<file path="config.mk">
export PLATFORM = sky130hd
export DESIGN_NAME = pageflip_trig
export DESIGN_NICKNAME = d
export VERILOG_FILES = /design/src/rtl/pf_pkg.sv /design/src/rtl/pf_page_ctl.sv /design/src/rtl/pf_trig_gate.sv /design/src/rtl/pf_trig_stretch.sv /design/src/rtl/pageflip_trig.sv
export SDC_FILE = /design/constraint.sdc
export NUM_CORES = 1
export LEC_CHECK = 0
export ABC_AREA = 0
export BUFFER_PORTS_ARGS = -buffer_cell sky130_fd_sc_hd__clkbuf_2
export CAP_MARGIN = 5
export CORE_MARGIN = 2
export CORE_UTILIZATION = 34
export DETAILED_ROUTE_END_ITERATION = 8
export PLACE_DENSITY = 0.82
export RECOVER_POWER = 25
export SLEW_MARGIN = 10
export SYNTH_ARGS = -nofsm -noshare
export SYNTH_HDL_FRONTEND = slang
export SYNTH_HIERARCHICAL = 1
export SYNTH_SLANG_ARGS = --single-unit
</file>
<file path="constraint.sdc">
create_clock -name clk -period 2 [get_ports clk]
set_clock_uncertainty 0.15 [all_clocks]
set_input_delay 0.3 -clock clk [delete_from_list [all_inputs] [get_ports clk]]
set_output_delay 0.3 -clock clk [all_outputs]
set_load 0.03 [all_outputs]
</file>
<file path="src/rtl/pf_pkg.sv">
package pf_pkg;
    typedef enum logic {PG_TRACK, PG_PINGPONG} pg_state_e;
    typedef enum logic {GT_SHUT, GT_OPEN}      gt_state_e;
    typedef enum logic {TG_IDLE, TG_PULSE}     tg_state_e;
endpackage

</file>
<file path="src/rtl/pf_page_ctl.sv">
module pf_page_ctl
    import pf_pkg::*;
(
    input  logic clk,
    input  logic rst_n,
    input  logic host_page,
    input  logic flip_set_req,
    input  logic flip_clr_req,
    input  logic mon_mode,
    input  logic buf_full,
    output logic eng_page,
    output logic flip_on,
    output logic half_irq
);
    pg_state_e state_q, state_d;
    logic      page_q;
    logic      hirq_q;

    // Next-state selection
    always_comb begin
        state_d = state_q;
        unique case (state_q)
            PG_TRACK:    if (flip_set_req && !flip_clr_req && mon_mode) state_d = PG_PINGPONG;
            PG_PINGPONG: if (flip_clr_req) state_d = PG_TRACK;
            default:     state_d = PG_TRACK;
        endcase
    end

    // State register
    always_ff @(posedge clk or negedge rst_n) begin
        if (!rst_n) state_q <= PG_TRACK;
        else        state_q <= state_d;
    end

    // Output registers: page bit and half-full interrupt issued together
    always_ff @(posedge clk or negedge rst_n) begin
        if (!rst_n) begin
            page_q <= 1'b0;
            hirq_q <= 1'b0;
        end else begin
            unique case (state_q)
                PG_TRACK: begin
                    page_q <= host_page;
                    hirq_q <= 1'b0;
                end
                PG_PINGPONG: begin
                    if (buf_full) page_q <= ~page_q;
                    hirq_q <= buf_full;
                end
                default: begin
                    page_q <= host_page;
                    hirq_q <= 1'b0;
                end
            endcase
        end
    end

    assign eng_page = page_q;
    assign flip_on  = (state_q == PG_PINGPONG);
    assign half_irq = hirq_q;

    p_track_r2: assert property (@(posedge clk) disable iff (!rst_n)
        !flip_on |=> eng_page == $past(host_page));
    p_hold_r4: assert property (@(posedge clk) disable iff (!rst_n)
        flip_on && !buf_full |=> $stable(eng_page));
    p_flip_r4: assert property (@(posedge clk) disable iff (!rst_n)
        flip_on && buf_full |=> (eng_page != $past(eng_page)) && half_irq);
    p_no_hirq_r4: assert property (@(posedge clk) disable iff (!rst_n)
        !flip_on |=> !half_irq);
    p_set_gate_r3: assert property (@(posedge clk) disable iff (!rst_n)
        !flip_on && !mon_mode |=> !flip_on);
    p_clr_wins_r3: assert property (@(posedge clk) disable iff (!rst_n)
        flip_clr_req |=> !flip_on);
    p_start_r5: assert property (@(posedge clk) disable iff (!rst_n)
        $rose(flip_on) |-> $stable(eng_page) || ($past(host_page) == eng_page));
endmodule

</file>
<file path="src/rtl/pf_trig_gate.sv">
module pf_trig_gate
    import pf_pkg::*;
#(
    parameter int BLK_W = 3
) (
    input  logic             clk,
    input  logic             rst_n,
    input  logic             mon_mode,
    input  logic             flip_on,
    input  logic             blk_done,
    input  logic [BLK_W-1:0] blk_idx,
    output logic             gate_open
);
    localparam logic [BLK_W-1:0] IDX_FLIP   = '0;
    localparam logic [BLK_W-1:0] IDX_NOFLIP = BLK_W'(1);

    gt_state_e state_q, state_d;
    logic      hit;

    assign hit = blk_done && (blk_idx == (flip_on ? IDX_FLIP : IDX_NOFLIP));

    always_comb begin
        state_d = state_q;
        unique case (state_q)
            GT_SHUT: if (mon_mode && hit) state_d = GT_OPEN;
            GT_OPEN: if (!mon_mode) state_d = GT_SHUT;
            default: state_d = GT_SHUT;
        endcase
    end

    always_ff @(posedge clk or negedge rst_n) begin
        if (!rst_n) state_q <= GT_SHUT;
        else        state_q <= state_d;
    end

    always_comb begin
        gate_open = !mon_mode || (state_q == GT_OPEN) || hit;
    end

    p_leave_shut_r7: assert property (@(posedge clk) disable iff (!rst_n)
        !mon_mode |=> state_q == GT_SHUT);
    p_stay_open_r7: assert property (@(posedge clk) disable iff (!rst_n)
        state_q == GT_OPEN && mon_mode |=> gate_open);
endmodule

</file>
<file path="src/rtl/pf_trig_stretch.sv">
module pf_trig_stretch
    import pf_pkg::*;
#(
    parameter int TRIG_CYC = 16
) (
    input  logic clk,
    input  logic rst_n,
    input  logic fire,
    output logic trig
);
    localparam int CNT_W = $clog2(TRIG_CYC + 1);
    localparam logic [CNT_W-1:0] CNT_LOAD = CNT_W'(TRIG_CYC);
    localparam logic [CNT_W-1:0] CNT_ONE  = CNT_W'(1);

    tg_state_e        state_q, state_d;
    logic [CNT_W-1:0] cnt_q, cnt_d;

    always_comb begin
        state_d = state_q;
        cnt_d   = cnt_q;
        unique case (state_q)
            TG_IDLE: begin
                if (fire) begin
                    state_d = TG_PULSE;
                    cnt_d   = CNT_LOAD;
                end
            end
            TG_PULSE: begin
                if (fire) begin
                    cnt_d = CNT_LOAD;
                end else if (cnt_q == CNT_ONE) begin
                    state_d = TG_IDLE;
                    cnt_d   = '0;
                end else begin
                    cnt_d = cnt_q - CNT_ONE;
                end
            end
            default: begin
                state_d = TG_IDLE;
                cnt_d   = '0;
            end
        endcase
    end

    always_ff @(posedge clk or negedge rst_n) begin
        if (!rst_n) begin
            state_q <= TG_IDLE;
            cnt_q   <= '0;
        end else begin
            state_q <= state_d;
            cnt_q   <= cnt_d;
        end
    end

    always_comb begin
        trig = (state_q == TG_PULSE);
    end

    initial begin
        p_cyc_param_r6: assert (TRIG_CYC >= 1);
    end

    p_fire_r6: assert property (@(posedge clk) disable iff (!rst_n)
        fire |=> trig);
    p_rise_cause_r6: assert property (@(posedge clk) disable iff (!rst_n)
        $rose(trig) |-> $past(fire));
    p_cnt_bound_r6: assert property (@(posedge clk) disable iff (!rst_n)
        cnt_q <= CNT_LOAD);
endmodule

</file>
<file path="src/rtl/pageflip_trig.sv">
module pageflip_trig #(
    parameter int OFS_W    = 16,
    parameter int BLK_W    = 3,
    parameter int TRIG_CYC = 16
) (
    input  logic             clk,
    input  logic             rst_n,
    input  logic             host_page,
    input  logic [OFS_W-1:0] host_ofs,
    input  logic [OFS_W-1:0] eng_ofs,
    input  logic             flip_set_req,
    input  logic             flip_clr_req,
    input  logic             mon_mode,
    input  logic             blk_done,
    input  logic [BLK_W-1:0] blk_idx,
    input  logic             buf_full,
    input  logic             eng_irq,
    output logic             eng_page,
    output logic             flip_on,
    output logic             half_irq,
    output logic             trig,
    output logic [OFS_W:0]   host_mem_addr,
    output logic [OFS_W:0]   eng_mem_addr
);
    logic gate_open;
    logic fire;

    pf_page_ctl u_page (
        .clk          (clk),
        .rst_n        (rst_n),
        .host_page    (host_page),
        .flip_set_req (flip_set_req),
        .flip_clr_req (flip_clr_req),
        .mon_mode     (mon_mode),
        .buf_full     (buf_full),
        .eng_page     (eng_page),
        .flip_on      (flip_on),
        .half_irq     (half_irq)
    );

    pf_trig_gate #(.BLK_W(BLK_W)) u_gate (
        .clk       (clk),
        .rst_n     (rst_n),
        .mon_mode  (mon_mode),
        .flip_on   (flip_on),
        .blk_done  (blk_done),
        .blk_idx   (blk_idx),
        .gate_open (gate_open)
    );

    assign fire = gate_open && (eng_irq || half_irq);

    pf_trig_stretch #(.TRIG_CYC(TRIG_CYC)) u_stretch (
        .clk   (clk),
        .rst_n (rst_n),
        .fire  (fire),
        .trig  (trig)
    );

    assign host_mem_addr = {host_page, host_ofs};
    assign eng_mem_addr  = {eng_page, eng_ofs};

    p_hirq_trig_r6: assert property (@(posedge clk) disable iff (!rst_n)
        half_irq && !mon_mode |=> trig);
    p_shut_quiet_r7: assert property (@(posedge clk) disable iff (!rst_n)
        !trig && !gate_open |=> !trig);
endmodule

</file>
# Word level (Yosys, flattened, before mapping)

Index checks and enable logic that the tools add are counted.

Bits in registers: 10
Logic and storage cells: 43
Output and inout port bits: 38

Reductions and logical operators: 10
Muxes and demuxes: 18
Add/sub/neg operators: 1
Equality and inequality tests: 4
Bitwise logic cells: 4

Operator list:

| operator                                             | number |
|---|---|
| two-way mux 5 bit                                    | 3 |
| case mux 1 bit (2 select lines)                      | 5 |
| case mux 5 bit (2 select lines)                      | 1 |
| two-way mux 1 bit                                    | 9 |
| equality test 5 x 1 -> 1 bit (second input constant) | 1 |
| logical AND 1 bit                                    | 5 |
| subtractor 5 x 1 -> 5 bit (second input constant)    | 1 |
| != test 2 bit (second input constant)                | 2 |
| NOT 1 bit                                            | 4 |
| equality test 3 bit                                  | 1 |
| logical OR 1 bit                                     | 3 |
| logical NOT 1 bit                                    | 2 |

# Logic depth before layout (Yosys ltp)

Gate-level depths: netlist of run 1.

Depth in word-level cells: 7
Mapped depth: 5

# By module

The synthesis of run 1 kept the hierarchy.

By module, submodules not included:

| module          | area an instance (µm²) | cells an instance | sequential area each (µm²) | times used |
|---|---|---|---|---|
| pf_trig_stretch | 307.8                  | 30                | 150.1                      | 1 |
| pageflip_trig   | 262.8                  | 35                | 0.0                        | 1 |
| pf_page_ctl     | 108.9                  | 9                 | 75.1                       | 1 |
| pf_trig_gate    | 83.8                   | 8                 | 25.0                       | 1 |

# Worst setup path before layout of run 1

OpenSTA, ideal clock, no wires.

Kind: register -> register
Start point: register u_stretch.state_q, in the netlist u_stretch/trig
End point: register u_stretch.cnt_q[3]
Path buffers: 0
Period minus slack after synthesis: 1719 ps
Arrival: 1496 ps
Stages on the path, launching flop included: 4
Data required time: 1777 ps
Path slack: 281 ps
Path through: dfrtp_1 -> or4b_1 -> or3_1 -> a21oi_2

Word-level cells in the longest chain between the ends: 2

Ends and longest elaborated chain:

| item                                                             | line                  | source |
|---|---|---|
| start: declaration                                               | pf_trig_stretch.sv:15 | `tg_state_e state_q, state_d;` |
| start signal: assignment                                         | pf_trig_stretch.sv:50 | `state_q <= state_d;` |
| NOT 1 bit                                                        | n/a                   |  |
| case mux 5 bit (2 select lines) or != test 2 bit (tied branches) | n/a                   |  |
| end signal: assignment                                           | pf_trig_stretch.sv:51 | `cnt_q <= cnt_d;` |
| end: declaration                                                 | pf_trig_stretch.sv:16 | `logic [CNT_W-1:0] cnt_q, cnt_d;` |

Several ways; a longest one is shown, not always the timed one.
A chain may end at the register's enable or synchronous reset.

# Worst setup path after layout of run 1

Ends and elaborated chain as after synthesis.

==> results of run 1 <==
-- cell usage after synthesis, drive strengths merged --
library cell / instances / area share [%]
buf: 34 / 33
dfrtp: 10 / 33
nand2: 6 / 3.0
nor2: 5 / 2.5
a21oi: 4 / 3.1
inv: 4 / 2.0
xnor2: 3 / 3.4
a211o: 2 / 2.3
ha: 2 / 3.3
a211oi: 1 / 0.98
a21o: 1 / 1.1
and2: 1 / 0.98
and2b: 1 / 1.1
nand2b: 1 / 0.82
nand3: 1 / 0.66
nor4b: 1 / 1.1
o21a: 1 / 0.98
o311ai: 1 / 2.1
o41ai: 1 / 2.1
or3: 1 / 0.82
or4b: 1 / 1.3
-- per-stage QoR --
stage / std cells / hold WS (ns) / cell area (um^2) / setup slack (ns) / util [%]
after floorplan: 82 / -0.1456 / 763.2 / 0.2811 / -
after global placement: 93 / 0.03014 / 628.1 / 0.4392 / 28.95
after detailed placement: 93 / 0.03518 / 628.1 / 0.3968 / 28.95
after CTS: 98 / 0.01496 / 674.4 / 0.3790 / 31.08
after global routing: 98 / 0.003161 / 674.4 / 0.2804 / 31.08
final: 98 / 0.02581 / 674.4 / 0.3811 / 31.08
-- cells by family after synthesis --
group / Yosys count / synth area share (%)
buffers and inverters: 38 / 35.41
AO/OA/AOI/OAI: 11 / 12.79
flip-flops: 10 / 32.79
adder cells (fa/ha/maj): 2 / 3.278
XOR/XNOR: 3 / 3.443
AND/OR/NAND/NOR: 18 / 12.30
-- sequential cells by signal (all words and copies together), names as in the netlist --
name and flops:
u_gate/state_q 1, u_page/eng_page 1, u_page/flip_on 1, u_page/half_irq 1, u_stretch/cnt_q 5, u_stretch/trig 1
-- layer usage --
metal	routed length, um	GRT usage (%)	vias up
met3	182	6.433	3
met1	449	9.836	227
met5	0	0	-
li1	-	-	211
met2	550	16.03	27
met4	10	4.386	0
-- cell type report --
cell class | count | area (um^2)
Clock buffer | 4 | 36.28
Fill cell | 224 | 1495
Inverter | 4 | 15.01
Multi-Input combinational cell | 34 | 242.7
Sequential cell | 10 | 250.2
Tap cell | 28 | 35.03
Timing Repair Buffer | 18 | 95.09
-- power groups by stage --
stage | clock (mW) | sequential [mW] | combinational [mW]
after floorplan | 0 | 0.333 | 0.326
final | 0.187 | 0.320 | 0.288
after global placement | 0 | 0.318 | 0.279
after CTS | 0.192 | 0.321 | 0.291
after global routing | 0.203 | 0.331 | 0.332
after detailed placement | 0 | 0.325 | 0.289
-- path summary, 6_finish.rpt --
kind                                           from                             end  slack [ns]  cells after the start
max                        u_stretch/trig$_DFF_PN0_  u_stretch/cnt_q[3]$_DFFE_PN0P_        0.38                      3
min                                    flip_clr_req        u_page/flip_on$_DFF_PN0_        0.03                      2
max reg2reg                u_stretch/trig$_DFF_PN0_  u_stretch/cnt_q[3]$_DFFE_PN0P_        0.38                      3
min reg2reg                u_gate/state_q$_DFF_PN0_        u_gate/state_q$_DFF_PN0_        0.35                      2
max in group asynchronous                     rst_n  u_stretch/cnt_q[2]$_DFFE_PN0P_        1.21                      2
min in group asynchronous                     rst_n  u_stretch/cnt_q[3]$_DFFE_PN0P_        0.28                      2
-- worst register-to-register path, cell delays in order, from the launching register on --
cell     delay [ns]
dfrtp_1        0.48
or4b_1         0.48
or3_1          0.34
a21oi_2        0.12
==> reports/qor.yml, run 1 <==
cts:
  cts_resized: 0
  clock_path_buffers: 2
  cts_max_level: 1
  holdBufCountCts: 1
  cts_root_buffer: "clkbuf_4"
  cts.clk_slew.worst_paths_ns: 0.07
  cts.sinks: 10
  clkLatencyLatePin_ns: 0.27
  cts_inserted_buffers: 3
  cts_tree: "yes"
  postCtsSetupBuffers: 0
critical_path:
  cp_slowest_cell: "dfrtp_1"
  crit_fanout: 8
  cp_num_buf_inv: 0
  critPathLaunchType: "register"
  worst_path_largest_cell_delay_ns: 0.48
  critPathCaptureType: "register"
  crit_chain: "or4b_1 > or3_1 > a21oi_2"
  cpLargestDelayFamily: "simple AND/OR/NAND/NOR gates"
  arrival_ns: 1.67
  worst-setup-path-type: "reg -> reg"
  required_ns: 2.05
sta:
  rsz0062_at_grt: "no"
  setup_viol_count_final: 0
  slew-limit-headroom_pct: 80.02
  period_share_pct: 80.95
  clock.fmax_mhz: 617.7
  fin_crit_ns: 1.619
  finalHoldViolCount: 0
  worst_slew_pin_slew_ns: 0.2975
  finalSetupTns_ns: 0
  drv_slew: 0
place:
  place_hpwl_um: 976.7
  portBuffers: 17
  place_congestion: 0.7110
synth:
  post_synth_inst_count: 82
  synth-seq-cells: 10
  syn_nets: 128
  syn_area_per_cell_um2: 9.308
  yosys_warnings: 6
  syn_area_um2: 763.2
  yosysSeqAreaShare_pct: 32.79
  synth.distinct_cells: 22
grt:
  grt_pass1_vias: 456
  grt_pass1_wl_mm: 1.904
  antenna_found_initial: 0
  grt_max_degree: 11
  grtUsageTotal_pct: 9.883
  grt_overflow: 0
drt:
  wire_per_inst_um: 12.16
  drc: 0
  first_iter_violations: 4
  via_count: 468
  wl_mm: 1.192
  postRouteAntennaNets: 0
  drt-pass1-iter-count: 2
  vias_per_cell: 4.776
cells_and_area:
  layout_commonest_cell: "clkbuf_2"
  layout.nets: 117
  diodes: 0
  final_cell_mix: "clkbuf_2 (17), dfrtp_1 (10), nand2_1 (6), nor2_1 (5), inv_1 (4)"
  drive_above_1_share_pct: 38.57
  area_growth_pct: -11.64
power:
  power.density_nw_per_um2: 1177
  ir_drop_v: 0.0005096
  combPwrFrac_pct: 36.2
  p_sw_mw: 0.2860
  p_leak_nw: 0.3226
  sw_frac_of_total_pct: 36.02
  internal_power_mw: 0.5080
  power_frac_seq_pct: 40.3
  clockPowerShare_pct: 23.5
  p_total_mw: 0.7940
floorplan:
  start_util_pct: 35.18
  fp-row-count: 17
  die_h_um: 51.38
  dieWidth_um: 51.38
  io_pins: 82
  core_um2: 2170
  die-area_um2: 2640
outcome:
  status: "complete, no violations"
worst_hold_path:
  hp-class: "in -> reg"
run:
  drv_cap: 0
No activity file was read; power rests on OpenSTA's default activity.
==> inputs of run 2 (changes only) <==
--- a/config.mk
+++ b/config.mk
@@ -5,11 +5,11 @@
 export SDC_FILE = /design/constraint.sdc
 export NUM_CORES = 1
 export LEC_CHECK = 0
-export ABC_AREA = 0
+export ABC_AREA = 1
 export BUFFER_PORTS_ARGS = -buffer_cell sky130_fd_sc_hd__clkbuf_2
 export CAP_MARGIN = 5
 export CORE_MARGIN = 2
-export CORE_UTILIZATION = 34
+export CORE_UTILIZATION = 35
 export DETAILED_ROUTE_END_ITERATION = 8
 export PLACE_DENSITY = 0.82
 export RECOVER_POWER = 25
==> constraint.sdc (replaced) <==
create_clock -name clk -period 1.49 [get_ports clk]
set_clock_uncertainty 0.15 [all_clocks]
set_input_delay 0.2235 -clock clk [delete_from_list [all_inputs] [get_ports clk]]
set_output_delay 0.2235 -clock clk [all_outputs]
set_load 0.03 [all_outputs]
==> run 2 against run 1 <==
Final cell count up 31%. Global-route usage up 2.2 points. First-iteration DRC count up 75%. Final area up 13%. Largest power group is now combinational logic.
==> reports/qor.yml, run 2 <==
cells_and_area:
  final_cell_mix: "nand2_1 (21), clkbuf_2 (17), inv_1 (15), dfrtp_1 (9), nand3_1 (6)"
  diodes: 0  # unchanged
  area_growth_pct: -6.144
  largest_register_ff_count: 5  # unchanged
  layout_commonest_cell: "nand2_1"
  finalInstanceArea_um2: 764.5  # +13%
  drive_above_1_share_pct: 35.00  # -3.6 points
  regMostFlops: "u_stretch/cnt_q"
  fill_cells: 246  # +9.8%
  layout.nets: 147  # +26%
grt:
  grt_max_degree: 11  # unchanged
  grtUsageTotal_pct: 12.07  # +2.2 points
  grt_pass1_wl_mm: 2.415  # +27%
  grt_overflow: 0  # unchanged
  grt-busiest-layer: "met2"
  grtUsageMet3_pct: 2.286  # -4.1 points
  use_met1_pct: 12.57  # +2.7 points
  antenna_found_initial: 0  # unchanged
  grt_pass1_vias: 624  # +37%
  gr-usage-met2_pct: 21.94  # +5.9 points
synth:
  syn_nets: 155  # +21%
  post_synth_inst_count: 109  # +33%
  yosysTopAreaCellShare_pct: 31.34  # -2.1 points
  syn_area_per_cell_um2: 7.473  # -20%
  synth.distinct_cells: 17  # -23%
  yosysTopAreaCell: "buf_4"
  synth_common_cells: "buf_4 (34), nand2_1 (21), inv_1 (15)"
  async_flop_share_pct: 100.0  # unchanged
  yosys_warnings: 6  # unchanged
  synth_area_leaders: "buf_4 (31%), dfrtp_1 (31%), nand2_1 (9.7%), inv_1 (6.9%), nand3_1 (4.3%)"
  yosysSeqAreaShare_pct: 30.72  # -2.1 points
  ys.flop_type: "dfrtp_1"
  synth-seq-cells: 10  # unchanged
  yosysMostFrequentCell: "buf_4"
  synth-edff-count: 0  # unchanged
  syn_area_um2: 814.5  # +6.7%
drt:
  via_count: 587  # +25%
  vias_per_cell: 4.586  # -4.0%
  drt-pass1-iter-count: 2  # unchanged
  first_iter_violations: 7  # +3
  drc: 0  # unchanged
  wl_mm: 1.354  # +14%
  postRouteAntennaNets: 0  # unchanged
  wire_per_inst_um: 10.58  # -13%
critical_path:
  crit_fanout: 5  # -3
  critPathLaunchType: "register"
  cp_num_buf_inv: 2  # +2
  critical_path_depth: 2  # -1
  r2r_cells: 9  # +6
  required_ns: 1.12  # -0.93 ns
  worst_path_largest_cell_delay_ns: 0.41  # -0.07 ns
  crit_chain: "buf_4 > clkbuf_2"
  critPathCaptureType: "output port"
  arrival_ns: 1.01  # -0.66 ns
  worst-setup-path-type: "reg -> out"
  cp_slowest_cell: "dfrtp_2"
  cpLargestDelayFamily: "flip-flops"
sta:
  holdWs_ns: 0.01873  # -0.007081 ns
  worst_slew_pin_slew_ns: 0.2586  # -0.03898 ns
  period_share_pct: 92.63
  fin_crit_ns: 1.380
  finalSetupTns_ns: 0  # unchanged
  slew-limit-headroom_pct: 82.76  # +2.7 points
  clock.fmax_mhz: 724.5
  drv_slew: 0  # unchanged
  setup_viol_count_final: 0  # unchanged
  finalHoldViolCount: 0  # unchanged
place:
  place_congestion: 0.7621  # +7.2%
  placed_area_um2: 690.7  # +10%
  portBuffers: 17  # unchanged
  place_hpwl_mm: 1.037  # +6.2%
worst_hold_path:
  hold_depth: 3  # +1
  hp-class: "in -> reg"
floorplan:
  io_pins: 82  # unchanged
  dieWidth_um: 52.24  # +1.7%
  start_util_pct: 36.82  # +1.6 points
  fp-row-count: 17  # unchanged
  core_um2: 2212  # +2.0%
  die_h_um: 52.24  # +1.7%
  die-area_um2: 2729  # +3.4%
cts:
  cts_max_level: 1  # unchanged
  cts_inserted_buffers: 3  # unchanged
  cts_root_buffer: "clkbuf_4"
  cts.clk_slew.worst_paths_ns: 0.06  # about the same
  cts_tree: "yes"
  clkLatencyLatePin_ns: 0.27  # about the same
  clock_path_buffers: 2  # unchanged
  cts.sinks: 10  # unchanged
power:
  p_leak_nw: 0.4389  # +36%
  power.density_nw_per_um2: 1496  # +27%
  ir_drop_v: 0.0007457  # +46%
run:
  drv_cap: 0  # unchanged
outcome:
  status: "complete, no violations"
[run 2: kinds of logic after synthesis]
group,after synthesis,synth area share [%]
buffers and inverters,52,39.63
AND/OR/NAND/NOR,37,19.82
flip-flops,10,30.72
AO/OA/AOI/OAI,7,5.684
adder cells (fa/ha/maj),2,3.072
XOR/XNOR,1,1.075
[run 2: tightest hold or removal path, delay by kind of cell]
| family | cells | cell delay [ns] |
|---|---|---|
| AO/OA/AOI/OAI | 1 | 0.04 |
| buffers and inverters | 1 | 0.08 |
| AND/OR/NAND/NOR | 1 | 0.06 |
[run 2: metrics by stage]
| step | setup WS, ns | util [%] | cells | power [mW] |
|---|---|---|---|---|
| after CTS | 0.05824 | 33.77 | 127 | 1.142 |
| after detailed placement | 0.06569 | 31.22 | 121 | 0.8872 |
| after floorplan | 0.006961 | - | 109 | 0.9263 |
| after global placement | 0.1094 | 31.22 | 121 | 0.8498 |
| final | 0.1098 | 34.56 | 128 | 1.144 |
| after global routing | -0.002243 | 34.56 | 128 | 1.240 |
[run 2: per-layer routing]
layer	wire length [um]	part of all wire, %
met5	0	0
met3	111	8.2
met2	691	51
met1	518	38
met4	32	2.4
[run 2: timing repair]
item	4_1_cts	5_1_grt
setup buffers	0	1
endpoints found under the hold margin	11	0
resized for setup	0	2
hold buffers	2	0
endpoints found under the setup margin	0	5
[run 2: final timing paths]
check,end,from,slack (ns)
setup reg to reg,u_stretch/cnt_q[4]$_DFFE_PN0P_,u_page/flip_on$_DFF_PN0_,0.12
min in group asynchronous,u_stretch/cnt_q[2]$_DFFE_PN0P_,rst_n,0.21
hold / removal,u_page/flip_on$_DFF_PN0_,flip_set_req,0.02
setup / recovery,flip_on,u_page/flip_on$_DFF_PN0_,0.11
hold reg to reg,u_stretch/trig$_DFF_PN0_,u_stretch/trig$_DFF_PN0_,0.40
max in group asynchronous,u_page/flip_on$_DFF_PN0_,rst_n,0.75
[run 2: layout make-up]
class                      instances  area [um^2]  share of cell area, %
tap                               28        35.03                  4.583
multi-input combinational         47        254.0                  33.22
inverter                          18        67.56                  8.838
clock buffer                       4        36.28                  4.746
timing repair buffer              21        120.1                  15.71
sequential                        10        251.5                  32.90
[run 2: report_power, final]
part,internal (mW),switching (mW)
Sequential,0.350,0.0629
Clock,0.148,0.100
Combinational,0.186,0.296
Total,0.685,0.459
==> inputs of run 3 (changes only) <==
--- a/config.mk
+++ b/config.mk
@@ -5,14 +5,14 @@
 export SDC_FILE = /design/constraint.sdc
 export NUM_CORES = 1
 export LEC_CHECK = 0
-export ABC_AREA = 1
 export BUFFER_PORTS_ARGS = -buffer_cell sky130_fd_sc_hd__clkbuf_2
 export CAP_MARGIN = 5
 export CORE_MARGIN = 2
-export CORE_UTILIZATION = 35
+export CORE_UTILIZATION = 34
 export DETAILED_ROUTE_END_ITERATION = 8
 export PLACE_DENSITY = 0.82
 export RECOVER_POWER = 25
+export SETUP_SLACK_MARGIN = 0.1
 export SLEW_MARGIN = 10
 export SYNTH_ARGS = -nofsm -noshare
 export SYNTH_HDL_FRONTEND = slang
==> constraint.sdc (replaced) <==
create_clock -name clk -period 1.49 [get_ports clk]
set_clock_uncertainty 0.15 [all_clocks]
set_input_delay 0.298 -clock clk [delete_from_list [all_inputs] [get_ports clk]]
set_output_delay 0.298 -clock clk [all_outputs]
set_load 0.03 [all_outputs]
==> run 3 against run 2 <==
The run now ends with negative setup slack left. Sequential share of layout area decreased by 1.9 points. Core utilization increased by 3.0 points. Die area decreased by 3.3%. Routed wire length increased by 4.4%. Critical path depth increased by 1. Final cell count decreased by 17%. Sequential power increased by 2%. Final area increased by 6.5%. Global-route usage increased by 0.085 points. Clock power about the same. Combinational power increased by 34%. Register-to-register slack got worse by 0.24 ns.
==> reports/qor.yml, run 3 (same netlist as run 1, synthesis figures left out) <==
place:
  portBuffers: 17  # unchanged
  place_ws_ns: -0.08710  # -0.1528 ns
  place_hpwl_um: 973.2  # -6.2%
  place_congestion: 0.6513  # -15%
cells_and_area:
  area_growth_pct: 6.721
  regMostFlops: "u_stretch/cnt_q"
  drive_above_1_share_pct: 58.97  # +24 points
  final_cell_mix: "clkbuf_2 (15), dfrtp_1 (8), nand2_1 (5), buf_4 (4), nor2_1 (4)"
  diodes: 0  # unchanged
  layout.nets: 125  # -15%
  fill_cells: 232  # -5.7%
  largest_register_ff_count: 5  # unchanged
  layout_commonest_cell: "clkbuf_2"
floorplan:
  io_pins: 82  # unchanged
  fp-row-count: 17  # unchanged
  die-area_um2: 2640  # -3.3%
  die_h_um: 51.38  # -1.6%
  dieWidth_um: 51.38  # -1.6%
  start_util_pct: 35.18  # -1.6 points
  core_um2: 2170  # -1.9%
critical_path:
  crit_fanout: 3  # -2
  r2r_cells: 3  # -6
  reg2reg_to: "u_stretch/cnt_q[3]$_DFFE_PN0P_"
  rr_startpoint: "u_stretch/cnt_q[1]$_DFFE_PN0P_"
  critPathCaptureType: "register"
  critPathLaunchType: "register"
  arrival_ns: 1.66  # +0.65 ns
  worst-setup-path-type: "reg -> reg"
  required_ns: 1.54  # +0.42 ns
  rrSetupSlack_ns: -0.12  # -0.24 ns
cts:
  cts.clk_slew.worst_paths_ns: 0.07  # about the same
  cts_inserted_buffers: 3  # unchanged
  cts_max_level: 1  # unchanged
  cts_root_buffer: "clkbuf_4"
  clock_path_buffers: 2  # unchanged
  clkLatencyLatePin_ns: 0.27  # about the same
  cts_tree: "yes"
  cts.sinks: 10  # unchanged
drt:
  drc: 0  # unchanged
  postRouteAntennaNets: 0  # unchanged
  wire_per_inst_um: 13.34  # +26%
  drt-pass1-iter-count: 2  # unchanged
  vias_per_cell: 4.745  # +3.5%
  via_count: 503  # -14%
  wl_mm: 1.414  # +4.4%
  first_iter_violations: 2  # -5
sta:
  fin_crit_ns: 1.612  # +0.2321 ns
  rsz0062_at_grt: "yes"
  drv_slew: 0  # unchanged
  slew-limit-headroom_pct: 82.61  # -0.16 points
  setup_viol_count_final: 2  # +2
  worst_slew_pin_slew_ns: 0.2609  # +0.002360 ns
  period_share_pct: 108.2  # +16 points
  holdWs_ns: 0.08219  # +0.06346 ns
  clock.fmax_mhz: 620.2  # -14%
  layout_setup_ws_ns: -0.1223  # -0.2321 ns
  finalSetupTns_ns: -0.1262  # -0.1262 ns
  finalHoldViolCount: 0  # unchanged
power:
  p_total_mw: 1.316  # +15%
  clockPowerShare_pct: 19.0  # -2.7 points
  sw_frac_of_total_pct: 35.31  # -4.8 points
  p_leak_nw: 0.3774  # -14%
  power.density_nw_per_um2: 1616  # +8.0%
  power_frac_seq_pct: 32.1  # -4.0 points
  internal_power_mw: 0.8516  # +24%
  p_sw_mw: 0.4649  # +1.3%
  combPwrFrac_pct: 48.9  # +6.7 points
  ir_drop_v: 0.0005650  # -24%
worst_hold_path:
  min_from: "blk_idx[2]"
  hold_depth: 2  # -1
  whs_endpoint: "u_gate/state_q$_DFF_PN0_"
  hp-class: "in -> reg"
grt:
  grtUsageTotal_pct: 12.15  # +0.085 points
  grt_overflow: 0  # unchanged
  antenna_found_initial: 0  # unchanged
  grt_pass1_vias: 547  # -12%
  grt_max_degree: 11  # unchanged
  grt_pass1_wl_mm: 2.304  # -4.6%
outcome:
  status: "finished with violations"
  violations: "negative setup slack"
run:
  drv_cap: 0  # unchanged
-- run 3: cell count changes in the layout (fill, tap and decap cells not counted), moves of 3 or more --
cell     delta
a21oi_1     +3
buf_6       +3
inv_1      -12
nand2_1    -16
nand3_1     -5
-- run 3: final cells by class --
type	instances	area [um^2]	area share (%)
Clock buffer	4	36.28	4.455
Inverter	4	15.01	1.843
Multi-Input combinational cell	34	286.5	35.18
Sequential cell	10	252.7	31.03
Tap cell	28	35.03	4.301
Timing Repair Buffer	26	188.9	23.20
-- run 3: how the worst max path moves through the flow --
stage                                    from  depth (start not counted)                              to  slack [ns]
2_1_floorplan        u_stretch/trig$_DFF_PN0_                          3  u_stretch/cnt_q[3]$_DFFE_PN0P_       -0.12
3_3_place_gp   u_stretch/cnt_q[1]$_DFFE_PN0P_                          3  u_stretch/cnt_q[3]$_DFFE_PN0P_       -0.06
3_5_place_dp   u_stretch/cnt_q[1]$_DFFE_PN0P_                          3  u_stretch/cnt_q[3]$_DFFE_PN0P_       -0.09
4_1_cts        u_stretch/cnt_q[1]$_DFFE_PN0P_                          3  u_stretch/cnt_q[3]$_DFFE_PN0P_        -0.1
5_1_grt        u_stretch/cnt_q[1]$_DFFE_PN0P_                          3  u_stretch/cnt_q[3]$_DFFE_PN0P_       -0.16
6_report       u_stretch/cnt_q[1]$_DFFE_PN0P_                          3  u_stretch/cnt_q[3]$_DFFE_PN0P_       -0.12
-- run 3: metal layers --
layer  vias to the layer above  wire length, um  global-route usage [%]
met5                         -                0                       0
met4                         0               31                   10.53
met3                         8              148                   5.556
met2                        39              715                   18.80
met1                       230              518                   12.20
li1                        226                -                       -
-- run 3: timing repair --
action	in CTS	in global routing
resized for setup	13	6
buffers inserted	3	0
hold endpoints to repair	10	1
endpoints found under the setup margin	8	8
hold buffers	1	1
pin swaps	3	3
-- run 3: power groups by stage --
stage	clock [mW]	sequential, mW	combinational, mW
floorplan	0	0.450	0.441
global placement	0	0.403	0.456
detailed placement	0	0.410	0.477
CTS	0.262	0.412	0.570
global route	0.278	0.434	0.722
finish	0.250	0.423	0.644
-- run 3: worst max-delay path, cell delays in order, from the launching register on --
cell and delay, ns:
dfrtp_1 0.40, or4b_4 0.55, or3_4 0.34, a21oi_2 0.11
-- run 3: metrics by stage --
stage	utilization, %	instance area (um^2)	std cells
after floorplan	-	773.2	82
after global placement	30.80	668.1	97
after detailed placement	30.80	668.1	97
after CTS	35.99	780.7	105
after global routing	37.54	814.5	106
final	37.54	814.5	106
